===== config.mk =====
export PLATFORM = sky130hd
export DESIGN_NAME = sxd_top
export DESIGN_NICKNAME = d
export VERILOG_FILES = /design/src/rtl/sxd_pkg.sv /design/src/rtl/sxd_chan.sv /design/src/rtl/sxd_arb.sv /design/src/rtl/sxd_seq.sv /design/src/rtl/sxd_top.sv
export SDC_FILE = /design/constraint.sdc
export NUM_CORES = 1
export LEC_CHECK = 0
export BUFFER_PORTS_ARGS = -buffer_cell sky130_fd_sc_hd__buf_2
export CAP_MARGIN = 10
export CORE_ASPECT_RATIO = 2
export CORE_MARGIN = 3
export CORE_UTILIZATION = 30
export CTS_BUF_LIST = sky130_fd_sc_hd__clkbuf_16
export CTS_CLUSTER_SIZE = 10
export DETAILED_ROUTE_END_ITERATION = 8
export PLACE_DENSITY = 0.62
export SYNTH_ARGS = -nofsm -noshare
export SYNTH_HDL_FRONTEND = slang
export SYNTH_SLANG_ARGS = --single-unit

===== constraint.sdc =====
create_clock -name clk_i -period 4.7 [get_ports clk_i]
set_input_delay 0.705 -clock clk_i [delete_from_list [all_inputs] [get_ports clk_i]]
set_output_delay 0.705 -clock clk_i [all_outputs]
set_load 0.05 [all_outputs]

===== src/rtl/sxd_pkg.sv =====
package sxd_pkg;
  typedef enum logic [1:0] {
    S_IDLE = 2'd0,
    S_XFER = 2'd1,
    S_GAP  = 2'd2
  } sxd_state_e;
endpackage


===== src/rtl/sxd_chan.sv =====
module sxd_chan #(
  parameter int AW = 16,
  parameter int CW = 16
) (
  input  logic          clk_i,
  input  logic          rst_ni,
  input  logic          req_i,
  input  logic          load_i,
  input  logic [AW-1:0] cfg_src_i,
  input  logic [AW-1:0] cfg_dst_i,
  input  logic          cfg_to_ram_i,
  input  logic          cfg_half_i,
  input  logic [CW-1:0] cfg_count_i,
  input  logic          start_i,
  input  logic          done_i,
  output logic          pend_o,
  output logic [AW-1:0] src_o,
  output logic [AW-1:0] dst_o,
  output logic          to_ram_o,
  output logic          half_o,
  output logic          irq_o
);
  logic [AW-1:0] src_q, dst_q;
  logic [CW-1:0] cnt_q;
  logic          to_ram_q, half_q, pend_q, irq_q;
  logic          armed, last;
  logic [AW-1:0] step;

  assign armed = (cnt_q != '0);
  assign last  = done_i && (cnt_q == CW'(1));
  assign step  = half_q ? AW'(2) : AW'(1);

  always_ff @(posedge clk_i or negedge rst_ni) begin
    if (!rst_ni) begin
      src_q    <= '0;
      dst_q    <= '0;
      cnt_q    <= '0;
      to_ram_q <= 1'b0;
      half_q   <= 1'b0;
      pend_q   <= 1'b0;
      irq_q    <= 1'b0;
    end else if (load_i) begin
      src_q    <= cfg_src_i;
      dst_q    <= cfg_dst_i;
      cnt_q    <= cfg_count_i;
      to_ram_q <= cfg_to_ram_i;
      half_q   <= cfg_half_i;
      pend_q   <= 1'b0;
      irq_q    <= 1'b0;
    end else begin
      irq_q <= last;
      if (done_i) begin
        src_q <= src_q + step;
        dst_q <= dst_q + step;
        cnt_q <= cnt_q - CW'(1);
      end
      // a fresh request wins over the clear at start; final transfer drops all
      if (last) pend_q <= 1'b0;
      else      pend_q <= (req_i && armed) || (pend_q && !start_i);
    end
  end

  assign pend_o   = pend_q;
  assign src_o    = src_q;
  assign dst_o    = dst_q;
  assign to_ram_o = to_ram_q;
  assign half_o   = half_q;
  assign irq_o    = irq_q;

  a_r11_irq_single: assert property (@(posedge clk_i) disable iff (!rst_ni)
    irq_q |=> !irq_q);
  a_r11_dormant: assert property (@(posedge clk_i) disable iff (!rst_ni)
    (!armed && !load_i) |=> !pend_q);
endmodule


===== src/rtl/sxd_arb.sv =====
module sxd_arb #(
  parameter int NCH = 3
) (
  input  logic           clk_i,
  input  logic           rst_ni,
  input  logic [NCH-1:0] pend_i,
  output logic [NCH-1:0] grant_o,
  output logic           any_o
);
  always_comb begin
    grant_o = '0;
    for (int c = NCH - 1; c >= 0; c--) begin
      if (pend_i[c]) grant_o = NCH'(1) << c;
    end
  end

  assign any_o = |pend_i;

  a_r9_onehot: assert property (@(posedge clk_i) disable iff (!rst_ni)
    $onehot0(grant_o) && (any_o == (grant_o != '0)));
endmodule


===== src/rtl/sxd_seq.sv =====
module sxd_seq
  import sxd_pkg::*;
#(
  parameter int AW       = 16,
  parameter int DW       = 16,
  parameter int PER_CLKS = 3
) (
  input  logic          clk_i,
  input  logic          rst_ni,
  input  logic          start_i,
  input  logic          to_ram_i,
  input  logic          half_i,
  input  logic [AW-1:0] src_i,
  input  logic [AW-1:0] dst_i,
  input  logic [DW-1:0] ram_rdata_i,
  input  logic [DW-1:0] per_rdata_i,
  output logic          idle_o,
  output logic          busy_o,
  output logic          done_o,
  output logic          hw_o,
  output logic          ram_en_o,
  output logic          ram_we_o,
  output logic [AW-1:0] ram_addr_o,
  output logic [DW-1:0] ram_wdata_o,
  output logic          per_en_o,
  output logic          per_we_o,
  output logic [AW-1:0] per_addr_o,
  output logic [DW-1:0] per_wdata_o
);
  localparam int XFER_CLKS = PER_CLKS + 1;
  localparam int PW        = $clog2(XFER_CLKS);
  localparam int HB        = DW / 2;
  localparam logic [PW-1:0] LAST_PH = PW'(XFER_CLKS - 1);
  localparam logic [PW-1:0] RD_PH   = PW'(PER_CLKS - 1);

  sxd_state_e    st_q;
  logic [PW-1:0] ph_q;
  logic [DW-1:0] data_q;
  logic          xfer, ram_ph;

  function automatic logic [DW-1:0] shape(input logic hw, input logic [DW-1:0] d);
    shape = hw ? d : {{(DW - HB){1'b0}}, d[HB-1:0]};
  endfunction

  always_ff @(posedge clk_i or negedge rst_ni) begin
    if (!rst_ni) begin
      st_q   <= S_IDLE;
      ph_q   <= '0;
      data_q <= '0;
    end else begin
      case (st_q)
        S_IDLE: if (start_i) begin
          st_q <= S_XFER;
          ph_q <= '0;
        end
        S_XFER: begin
          if (!to_ram_i && ph_q == '0)   data_q <= shape(half_i, ram_rdata_i);
          if (to_ram_i && ph_q == RD_PH) data_q <= shape(half_i, per_rdata_i);
          if (ph_q == LAST_PH) st_q <= S_GAP;
          else                 ph_q <= ph_q + 1'b1;
        end
        default: st_q <= S_IDLE;
      endcase
    end
  end

  assign xfer   = (st_q == S_XFER);
  assign ram_ph = to_ram_i ? (ph_q == LAST_PH) : (ph_q == '0);

  assign idle_o      = (st_q == S_IDLE);
  assign busy_o      = xfer;
  assign done_o      = xfer && (ph_q == LAST_PH);
  assign hw_o        = xfer && half_i;
  assign ram_en_o    = xfer && ram_ph;
  assign ram_we_o    = ram_en_o && to_ram_i;
  assign ram_addr_o  = to_ram_i ? dst_i : src_i;
  assign ram_wdata_o = data_q;
  assign per_en_o    = xfer && !ram_ph;
  assign per_we_o    = per_en_o && !to_ram_i;
  assign per_addr_o  = to_ram_i ? src_i : dst_i;
  assign per_wdata_o = data_q;

  a_r6_one_port: assert property (@(posedge clk_i) disable iff (!rst_ni)
    !(ram_en_o && per_en_o));
  a_r6_ram_write_last: assert property (@(posedge clk_i) disable iff (!rst_ni)
    ram_we_o |=> (st_q == S_GAP));
  a_r5_ram_read_first: assert property (@(posedge clk_i) disable iff (!rst_ni)
    (ram_en_o && !ram_we_o) |=> per_we_o);
endmodule


===== src/rtl/sxd_top.sv =====
module sxd_top #(
  parameter int NCH      = 3,
  parameter int AW       = 16,
  parameter int DW       = 16,
  parameter int CW       = 16,
  parameter int PER_CLKS = 3
) (
  input  logic                    clk_i,
  input  logic                    rst_ni,
  input  logic [NCH-1:0]          dreq_i,
  output logic                    bus_req_o,
  input  logic                    bus_gnt_i,
  input  logic [NCH-1:0]          cfg_load_i,
  input  logic [NCH-1:0][AW-1:0]  cfg_src_i,
  input  logic [NCH-1:0][AW-1:0]  cfg_dst_i,
  input  logic [NCH-1:0]          cfg_to_ram_i,
  input  logic [NCH-1:0]          cfg_half_i,
  input  logic [NCH-1:0][CW-1:0]  cfg_count_i,
  output logic                    busy_o,
  output logic                    xfer_hw_o,
  output logic                    ram_en_o,
  output logic                    ram_we_o,
  output logic [AW-1:0]           ram_addr_o,
  output logic [DW-1:0]           ram_wdata_o,
  input  logic [DW-1:0]           ram_rdata_i,
  output logic                    per_en_o,
  output logic                    per_we_o,
  output logic [AW-1:0]           per_addr_o,
  output logic [DW-1:0]           per_wdata_o,
  input  logic [DW-1:0]           per_rdata_i,
  output logic [NCH-1:0]          done_irq_o
);
  logic [NCH-1:0]         pend, grant, sel_q;
  logic [NCH-1:0][AW-1:0] ch_src, ch_dst;
  logic [NCH-1:0]         ch_to_ram, ch_half;
  logic                   any_pend, seq_idle, seq_done, start;
  logic [AW-1:0]          sel_src, sel_dst;
  logic                   sel_to_ram, sel_half;

  for (genvar g = 0; g < NCH; g++) begin : g_chan
    sxd_chan #(.AW(AW), .CW(CW)) chan_i (
      .clk_i       (clk_i),
      .rst_ni      (rst_ni),
      .req_i       (dreq_i[g]),
      .load_i      (cfg_load_i[g]),
      .cfg_src_i   (cfg_src_i[g]),
      .cfg_dst_i   (cfg_dst_i[g]),
      .cfg_to_ram_i(cfg_to_ram_i[g]),
      .cfg_half_i  (cfg_half_i[g]),
      .cfg_count_i (cfg_count_i[g]),
      .start_i     (start && grant[g]),
      .done_i      (seq_done && sel_q[g]),
      .pend_o      (pend[g]),
      .src_o       (ch_src[g]),
      .dst_o       (ch_dst[g]),
      .to_ram_o    (ch_to_ram[g]),
      .half_o      (ch_half[g]),
      .irq_o       (done_irq_o[g])
    );
  end

  sxd_arb #(.NCH(NCH)) arb_i (
    .clk_i  (clk_i),
    .rst_ni (rst_ni),
    .pend_i (pend),
    .grant_o(grant),
    .any_o  (any_pend)
  );

  assign bus_req_o = seq_idle && any_pend;
  assign start     = bus_req_o && bus_gnt_i;

  always_ff @(posedge clk_i or negedge rst_ni) begin
    if (!rst_ni)    sel_q <= '0;
    else if (start) sel_q <= grant;
  end

  always_comb begin
    sel_src    = '0;
    sel_dst    = '0;
    sel_to_ram = 1'b0;
    sel_half   = 1'b0;
    for (int c = 0; c < NCH; c++) begin
      if (sel_q[c]) begin
        sel_src    = sel_src | ch_src[c];
        sel_dst    = sel_dst | ch_dst[c];
        sel_to_ram = sel_to_ram | ch_to_ram[c];
        sel_half   = sel_half | ch_half[c];
      end
    end
  end

  sxd_seq #(.AW(AW), .DW(DW), .PER_CLKS(PER_CLKS)) seq_i (
    .clk_i      (clk_i),
    .rst_ni     (rst_ni),
    .start_i    (start),
    .to_ram_i   (sel_to_ram),
    .half_i     (sel_half),
    .src_i      (sel_src),
    .dst_i      (sel_dst),
    .ram_rdata_i(ram_rdata_i),
    .per_rdata_i(per_rdata_i),
    .idle_o     (seq_idle),
    .busy_o     (busy_o),
    .done_o     (seq_done),
    .hw_o       (xfer_hw_o),
    .ram_en_o   (ram_en_o),
    .ram_we_o   (ram_we_o),
    .ram_addr_o (ram_addr_o),
    .ram_wdata_o(ram_wdata_o),
    .per_en_o   (per_en_o),
    .per_we_o   (per_we_o),
    .per_addr_o (per_addr_o),
    .per_wdata_o(per_wdata_o)
  );

  a_r3_after_grant: assert property (@(posedge clk_i) disable iff (!rst_ni)
    $rose(busy_o) |-> $past(bus_req_o && bus_gnt_i));
  a_r10_hand_back: assert property (@(posedge clk_i) disable iff (!rst_ni)
    $fell(busy_o) |-> !bus_req_o);
  a_r11_irq_in_gap: assert property (@(posedge clk_i) disable iff (!rst_ni)
    (done_irq_o != '0) |-> ($fell(busy_o) && $onehot(done_irq_o)));
endmodule


==> results of run 1 <==
routing by layer:
layer	GRT usage, %	part of all wire (%)	up-vias
met1	21.7	36	5005
met3	2.83	5.0	106
li1	-	-	4889
met4	16.3	8.1	0
met2	33.9	51	376
met5	0	0	-
Yosys cell counts (2+ instances only):
cell and n:
nor2b_1 3, nand3_1 39, inv_1 49, or2_2 9, o2bb2ai_1 8, a311o_1 4
buf_1 13, fa_1 6, o41ai_1 5, o31a_1 2, and4b_1 5, xnor2_1 50
nand3b_1 8, nor3_1 29, nand2_1 124, buf_4 19, a31oi_1 45, o21ai_1 2
nand4_1 26, or4_1 32, dfrtp_1 179, o211ai_1 4, ha_1 21, mux2_2 23
a222oi_1 34, a31o_2 2, or4b_1 2, xor2_1 21, or3b_2 6, nor4b_1 3
or4_4 2, nand2b_1 7, and2_1 4, nor2_1 87, o21ai_0 111, nor3b_1 6
mux2i_1 49, and4_1 6, a21oi_1 20, clkbuf_1 62, or3_1 23, o31ai_1 24
nor4_1 23, nand4b_1 6
per-stage QoR:
step / power (mW) / setup slack, ps
after floorplan: 4.54 / 1500
after CTS: 6.89 / 1110
final: 6.85 / 1080
after global placement: 5.39 / 1450
after detailed placement: 5.44 / 1310
after global routing: 7.16 / 914
cells by family after synthesis:
| group | Yosys count |
|---|---|
| AND/OR/NAND/NOR | 452 |
| AO/OA/AOI/OAI | 270 |
| flip-flops | 179 |
| buffers and inverters | 145 |
| multiplexers | 72 |
| XOR/XNOR | 71 |
| adder cells (fa/ha/maj) | 27 |
registers in the layout, indices dropped and copies added (netlist names):
name / cells
seq_i.ph_q: 2
seq_i.st_q: 2
g_chan.chan_i.half_o: 3
g_chan.chan_i.dst_o: 48
g_chan.chan_i.src_o: 48
g_chan.chan_i.pend_o: 3
seq_i.per_wdata_o: 16
sel_q: 3
g_chan.chan_i.cnt_q: 48
g_chan.chan_i.irq_o: 3
g_chan.chan_i.to_ram_o: 3
final cells by class:
type                    count  area (um2)
clock inverters            15         148
multi-input cells         892        5880
fillers                  3693       22800
diodes                      9        22.5
repair buffers            280        1450
well taps                 450         563
clock buffers              17         425
flip-flops and latches    179        4480
inverters                  49         184
power groups by stage:
stage	Sequential (mW)	Combinational (mW)	Clock (mW)
2_1_floorplan	2.13	2.41	0
3_3_place_gp	2.10	3.29	0
3_5_place_dp	2.11	3.33	0
4_1_cts	2.08	3.34	1.47
5_1_grt	2.12	3.52	1.52
6_report	2.09	3.33	1.43
worst reg2reg max path, cell delays in order (launching register included):
cell and delay [ps]:
dfrtp_1 1130, a222oi_1 310, buf_4 310, nor2b_1 800
o21a_1 410, mux2_2 390
worst max path at each step:
| stage | start | endpoint | slack, ps | cells after the start |
|---|---|---|---|---|
| after CTS | sel_q[0]$_DFFE_PN0P_ | ram_addr_o[7] | 1110 | 4 |
| after global placement | sel_q[0]$_DFFE_PN0P_ | seq_i.per_wdata_o[3]$_DFFE_PN0P_ | 1450 | 5 |
| after detailed placement | sel_q[0]$_DFFE_PN0P_ | seq_i.per_wdata_o[7]$_DFFE_PN0P_ | 1310 | 5 |
| final | sel_q[0]$_DFFE_PN0P_ | ram_addr_o[7] | 1080 | 4 |
| after global routing | sel_q[0]$_DFFE_PN0P_ | per_addr_o[9] | 910 | 4 |
| after floorplan | sel_q[0]$_DFFE_PN0P_ | per_addr_o[0] | 1500 | 5 |
==> impl_metrics.csv, run 1 <==
group,metric,value,unit
grt,overflow,0,
sta,finalMaxSlewViolations,0,
yosys,muxShareOfSynthArea,6.82,%
grt,track_usage,20.0,%
sta,skew,12.5,ps
drt,via_per_inst,5.49,
placement,globalplace.congestion,0.885,
drt,firstDrtPassIters,9,
power,switching_share,50.3,%
yosys,ys_seq_area_share,40.8,%
floorplan,num_rows,98,
power,p_leak,5.55,nW
clock_tree,cts_buffers,17,
clock_tree,cts_tree,"done",
yosys,synthArstFlopShare,100,%
yosys,yosys.area.top_type,"dfrtp_1",
setup_path,cp_slowest_cell,"dfrtp_1",
setup_path,path_class,"register to output pin",
layout,final_common_cell,"buf_2",
clock_tree,cts.sink_count,179,
sta,setup_tns,0,ps
layout,drive_above_1_share,24.7,%
drt,routedWlPerCell,21.0,um
clock_tree,htree_levels,4,
yosys,syn-num-nets,1434,
yosys,synth_compound_area_share,16.0,%
floorplan,initial_core_util,30.6,%
drt,num_vias,10400,
sta,relSlewSlack,21.3,%
sta,max_freq,276,MHz
layout,fin_cells,1891,
drt,ant_nets,0,
grt,grt_pass1_wl,60100,um
sta,timing.final.crit_share,77.1,%
grt,grt_pass1_vias,10600,
setup_path,max_stage_delay,830,ps
setup_path,endpoint_kind,"output pin",
clock_tree,clock_path_buffers,2,
job,cap_violations,0,
yosys,synthTopCellsByArea,"dfrtp_1 41%, o21ai_0 5.1%, mux2i_1 4.5%",
power,p_int,3.41,mW
clock_tree,post_cts_resized,0,
clock_tree,ctsRootBufferMaster,"clkbuf_16",
clock_tree,cts_setup_buffers,0,
setup_path,r2r_end,"seq_i.per_wdata_o[7]$_DFFE_PN0P_",
floorplan,die_w,141,um
sta,setup_violations,0,
setup_path,cp.arrival,2920,ps
placement,placed_cells,1850,
setup_path,worstPathRequired,3990,ps
floorplan,die_area,0.0391,mm2
power,switchingPower,3.45,mW
yosys,yosysUniqueCellTypes,57,
setup_path,critPathMaxFanout,37,
clock_tree,cts_hold_buf,0,
setup_path,r2r.worst_path.cells,5,
yosys,synthAdderAreaFrac,3.48,%
sta,fin_hold_ws,303,ps
clock_tree,clkTransAtPathRegs,80,ps
power,p_comb_share,48.6,%
yosys,syn_area_per_cell,9.04,um2
worst_hold_path,hp-class,"input port to asynchronous set/reset pin",
sta,tightest_slew,1180,ps
yosys,ys_ff_latch,179,
yosys,ys_warn_count,0,
placement,place_area,0.0126,mm2
setup_path,timing.rr.start,"sel_q[0]$_DFFE_PN0P_",
sta,hold_viol,0,
yosys,synth_ff_type,"dfrtp_1",
yosys,synth_top_family_by_area,"simple AND/OR/NAND/NOR gates",
power,max-vdd-ir-drop,0.644,mV
floorplan,ios,265,
yosys,synth.cell_area,0.0110,mm2
drt,wirelength,39800,um
power,power.density,521,mW/mm2
setup_path,crit_buf_inv,2,
setup_path,rrSetupSlack,1240,ps
placement,hpwlAfterDp,31000,um
yosys,syn_inst,1216,
status,outcome,"completed",
sta,rsz0062_at_grt,"false",
placement,io_buffers,264,
setup_path,path_cells,"a222oi_1, buf_4, mux2i_1, buf_2",
power,clockPowerShare,20.9,%
yosys,synth_edf_count,0,
drt,drc,0,
sta,period_minus_slack,3620,ps
setup_path,critical_path.startpoint_type,"register",
power,pwr-share-seq,30.5,%
yosys,synth.top_cell.area_share,40.8,%
layout,area_growth,19.7,%
floorplan,core-area,0.0359,mm2
clock_tree,clk-insertion-delay-late,450,ps
grt,grt_start_max_net_pins,87,
yosys,synth_xor_xnor_area_share,5.66,%
layout,final_cell_mix,"263 x buf_2, 179 x dfrtp_1, 124 x nand2_1",
layout,finish.instance_area,0.0132,mm2
yosys,yosys.area_share.simple,21.5,%
floorplan,die_h,277,um
layout,finalNetCount,1637,
layout,final_util,36.6,%
grt,antenna_found_initial,8,
setup_path,critPathTopFamily,"flip-flops",
drt,drtIter0Drc,1001,
No activity file was read; power rests on OpenSTA's default activity.
==> inputs of run 2 (changes only) <==
PLACE_DENSITY = 0.64   (was 0.62)
clock period = 3.16 ns   (was 4.7 ns; I/O delays follow)
==> impl_metrics.csv, run 2 (synthesized netlist as in run 1, its figures left out) <==
group,metric,value,unit
setup_path,timing.rr.start,"g_chan[2].chan_i.half_o$_DFFE_PN0P_",
setup_path,startpoint,"g_chan[0].chan_i.to_ram_o$_DFFE_PN0P_",
power,finalPower,10.3,mW
sta,timing.final.crit_share,94.7,%
grt,overflow,0,
floorplan,die_w,141,um
floorplan,die_h,277,um
floorplan,ios,265,
grt,grt_start_max_net_pins,70,
power,p_comb_share,49.3,%
floorplan,core-area,0.0359,mm2
power,clockPowerShare,21.4,%
clock_tree,clkTransAtPathRegs,70,ps
setup_path,rrSetupSlack,420,ps
clock_tree,ctsRootBufferMaster,"clkbuf_16",
sta,finalWorstSetupSlack,168,ps
placement,io_buffers,264,
drt,drc,0,
setup_path,r2r.worst_path.cells,7,
grt,track_usage,19.7,%
setup_path,cp_slowest_cell,"mux2i_1",
layout,fin_cells,1897,
clock_tree,post_cts_resized,0,
setup_path,critical_path.startpoint_type,"register",
placement,globalplace.congestion,0.927,
setup_path,worstPathRequired,2690,ps
sta,tightest_slew,1040,ps
setup_path,crit_buf_inv,2,
grt,antenna_found_initial,5,
sta,rsz0062_at_grt,"false",
placement,placed_cells,1861,
clock_tree,cts_hold_buf,0,
sta,fin_hold_ws,33.9,ps
clock_tree,clock_path_buffers,2,
status,outcome,"completed",
sta,hold_viol,0,
sta,skew,18.0,ps
layout,final_common_cell,"buf_2",
setup_path,critPathTopFamily,"buffers and inverters",
setup_path,r2r_end,"g_chan[2].chan_i.dst_o[10]$_DFFE_PN0P_",
setup_path,cp.arrival,2520,ps
floorplan,die_area,0.0391,mm2
drt,num_vias,10300,
power,p_leak,5.64,nW
setup_path,max_stage_delay,470,ps
placement,post-place-ws,423,ps
grt,grt_pass1_wl,59300,um
layout,final_cell_mix,"263 x buf_2, 179 x dfrtp_1, 124 x nand2_1",
clock_tree,clk-insertion-delay-late,450,ps
layout,finalNetCount,1648,
setup_path,critPathMaxFanout,24,
sta,period_minus_slack,2990,ps
drt,ant_nets,0,
layout,drive_above_1_share,25.3,%
floorplan,num_rows,98,
job,cap_violations,0,
clock_tree,cts_setup_buffers,0,
sta,finalMaxSlewViolations,0,
drt,routedWlPerCell,20.7,um
power,switchingPower,5.13,mW
worst_hold_path,hp-class,"input port to asynchronous set/reset pin",
sta,max_freq,334,MHz
clock_tree,cts.sink_count,179,
drt,wirelength,39300,um
clock_tree,cts_buffers,17,
setup_path,path_cells,"a222oi_1, buf_4, mux2i_1, buf_2",
clock_tree,htree_levels,4,
clock_tree,cts_tree,"done",
power,switching_share,49.6,%
sta,setup_tns,0,ps
power,power.density,779,mW/mm2
drt,firstDrtPassIters,8,
drt,drtIter0Drc,896,
setup_path,endpoint_kind,"output pin",
sta,relSlewSlack,30.6,%
grt,grt_pass1_vias,10600,
setup_path,endpoint,"per_addr_o[14]",
setup_path,path_class,"register to output pin",
floorplan,initial_core_util,30.6,%
power,p_int,5.21,mW
placement,hpwlAfterDp,31100,um
drt,via_per_inst,5.44,
power,pwr-share-seq,29.3,%
power,max-vdd-ir-drop,0.868,mV
layout,area_growth,21.0,%
setup_path,critical_path_cell_count,4,
sta,setup_violations,0,
-- run 2: cell count changes in the layout (fill, tap and decap cells not counted), moves of 2 or more --
cell and change:
buf_12 +3, inv_6 -2, buf_4 +8, diode_2 -5
clkinvlp_4 -2
-- run 2: how the worst min path moves through the flow --
stage / startpoint / to / slack [ps] / cells past startpoint
3_3_place_gp: seq_i.per_wdata_o[11]$_DFFE_PN0P_ / seq_i.per_wdata_o[11]$_DFFE_PN0P_ / 490 / 1
4_1_cts: rst_ni / g_chan[2].chan_i.src_o[15]$_DFFE_PN0P_ / 70 / 1
2_1_floorplan: rst_ni / g_chan[0].chan_i.cnt_q[0]$_DFFE_PN0P_ / 180 / 0
6_report: rst_ni / g_chan[2].chan_i.irq_o$_DFF_PN0_ / 30 / 1
5_1_grt: rst_ni / g_chan[2].chan_i.irq_o$_DFF_PN0_ / 90 / 1
3_5_place_dp: seq_i.per_wdata_o[11]$_DFFE_PN0P_ / seq_i.per_wdata_o[11]$_DFFE_PN0P_ / 500 / 1
-- run 2: metal layers --
layer | GRT usage [%] | part of all wire (%)
met4 | 13.7 | 6.8
met3 | 3.04 | 5.1
met2 | 34.0 | 52
met5 | 0 | 0
met1 | 21.6 | 36
-- run 2: power groups by stage --
| stage | Clock (mW) | Combinational, mW | Sequential [mW] |
|---|---|---|---|
| detailed placement | 0 | 5.08 | 3.07 |
| global route | 2.33 | 5.38 | 3.07 |
| global placement | 0 | 5.03 | 3.06 |
| CTS | 2.26 | 5.10 | 3.03 |
| floorplan | 0 | 3.58 | 3.16 |
| finish | 2.21 | 5.10 | 3.03 |
-- run 2: per-stage QoR --
step	instance area (um2)	utilization, %
4_1_cts	13300	37.0
3_5_place_dp	12700	35.3
5_1_grt	13300	37.0
3_3_place_gp	12700	35.3
6_report	13300	37.0
2_1_floorplan	11000	-
-- run 2: layout make-up --
type,count,area [um2]
clock buffers,17,425
well taps,450,563
inverters,49,184
flip-flops and latches,179,4480
repair buffers,291,1570
multi-input cells,892,5880
fillers,3684,22600
diodes,4,10.0
clock inverters,15,178
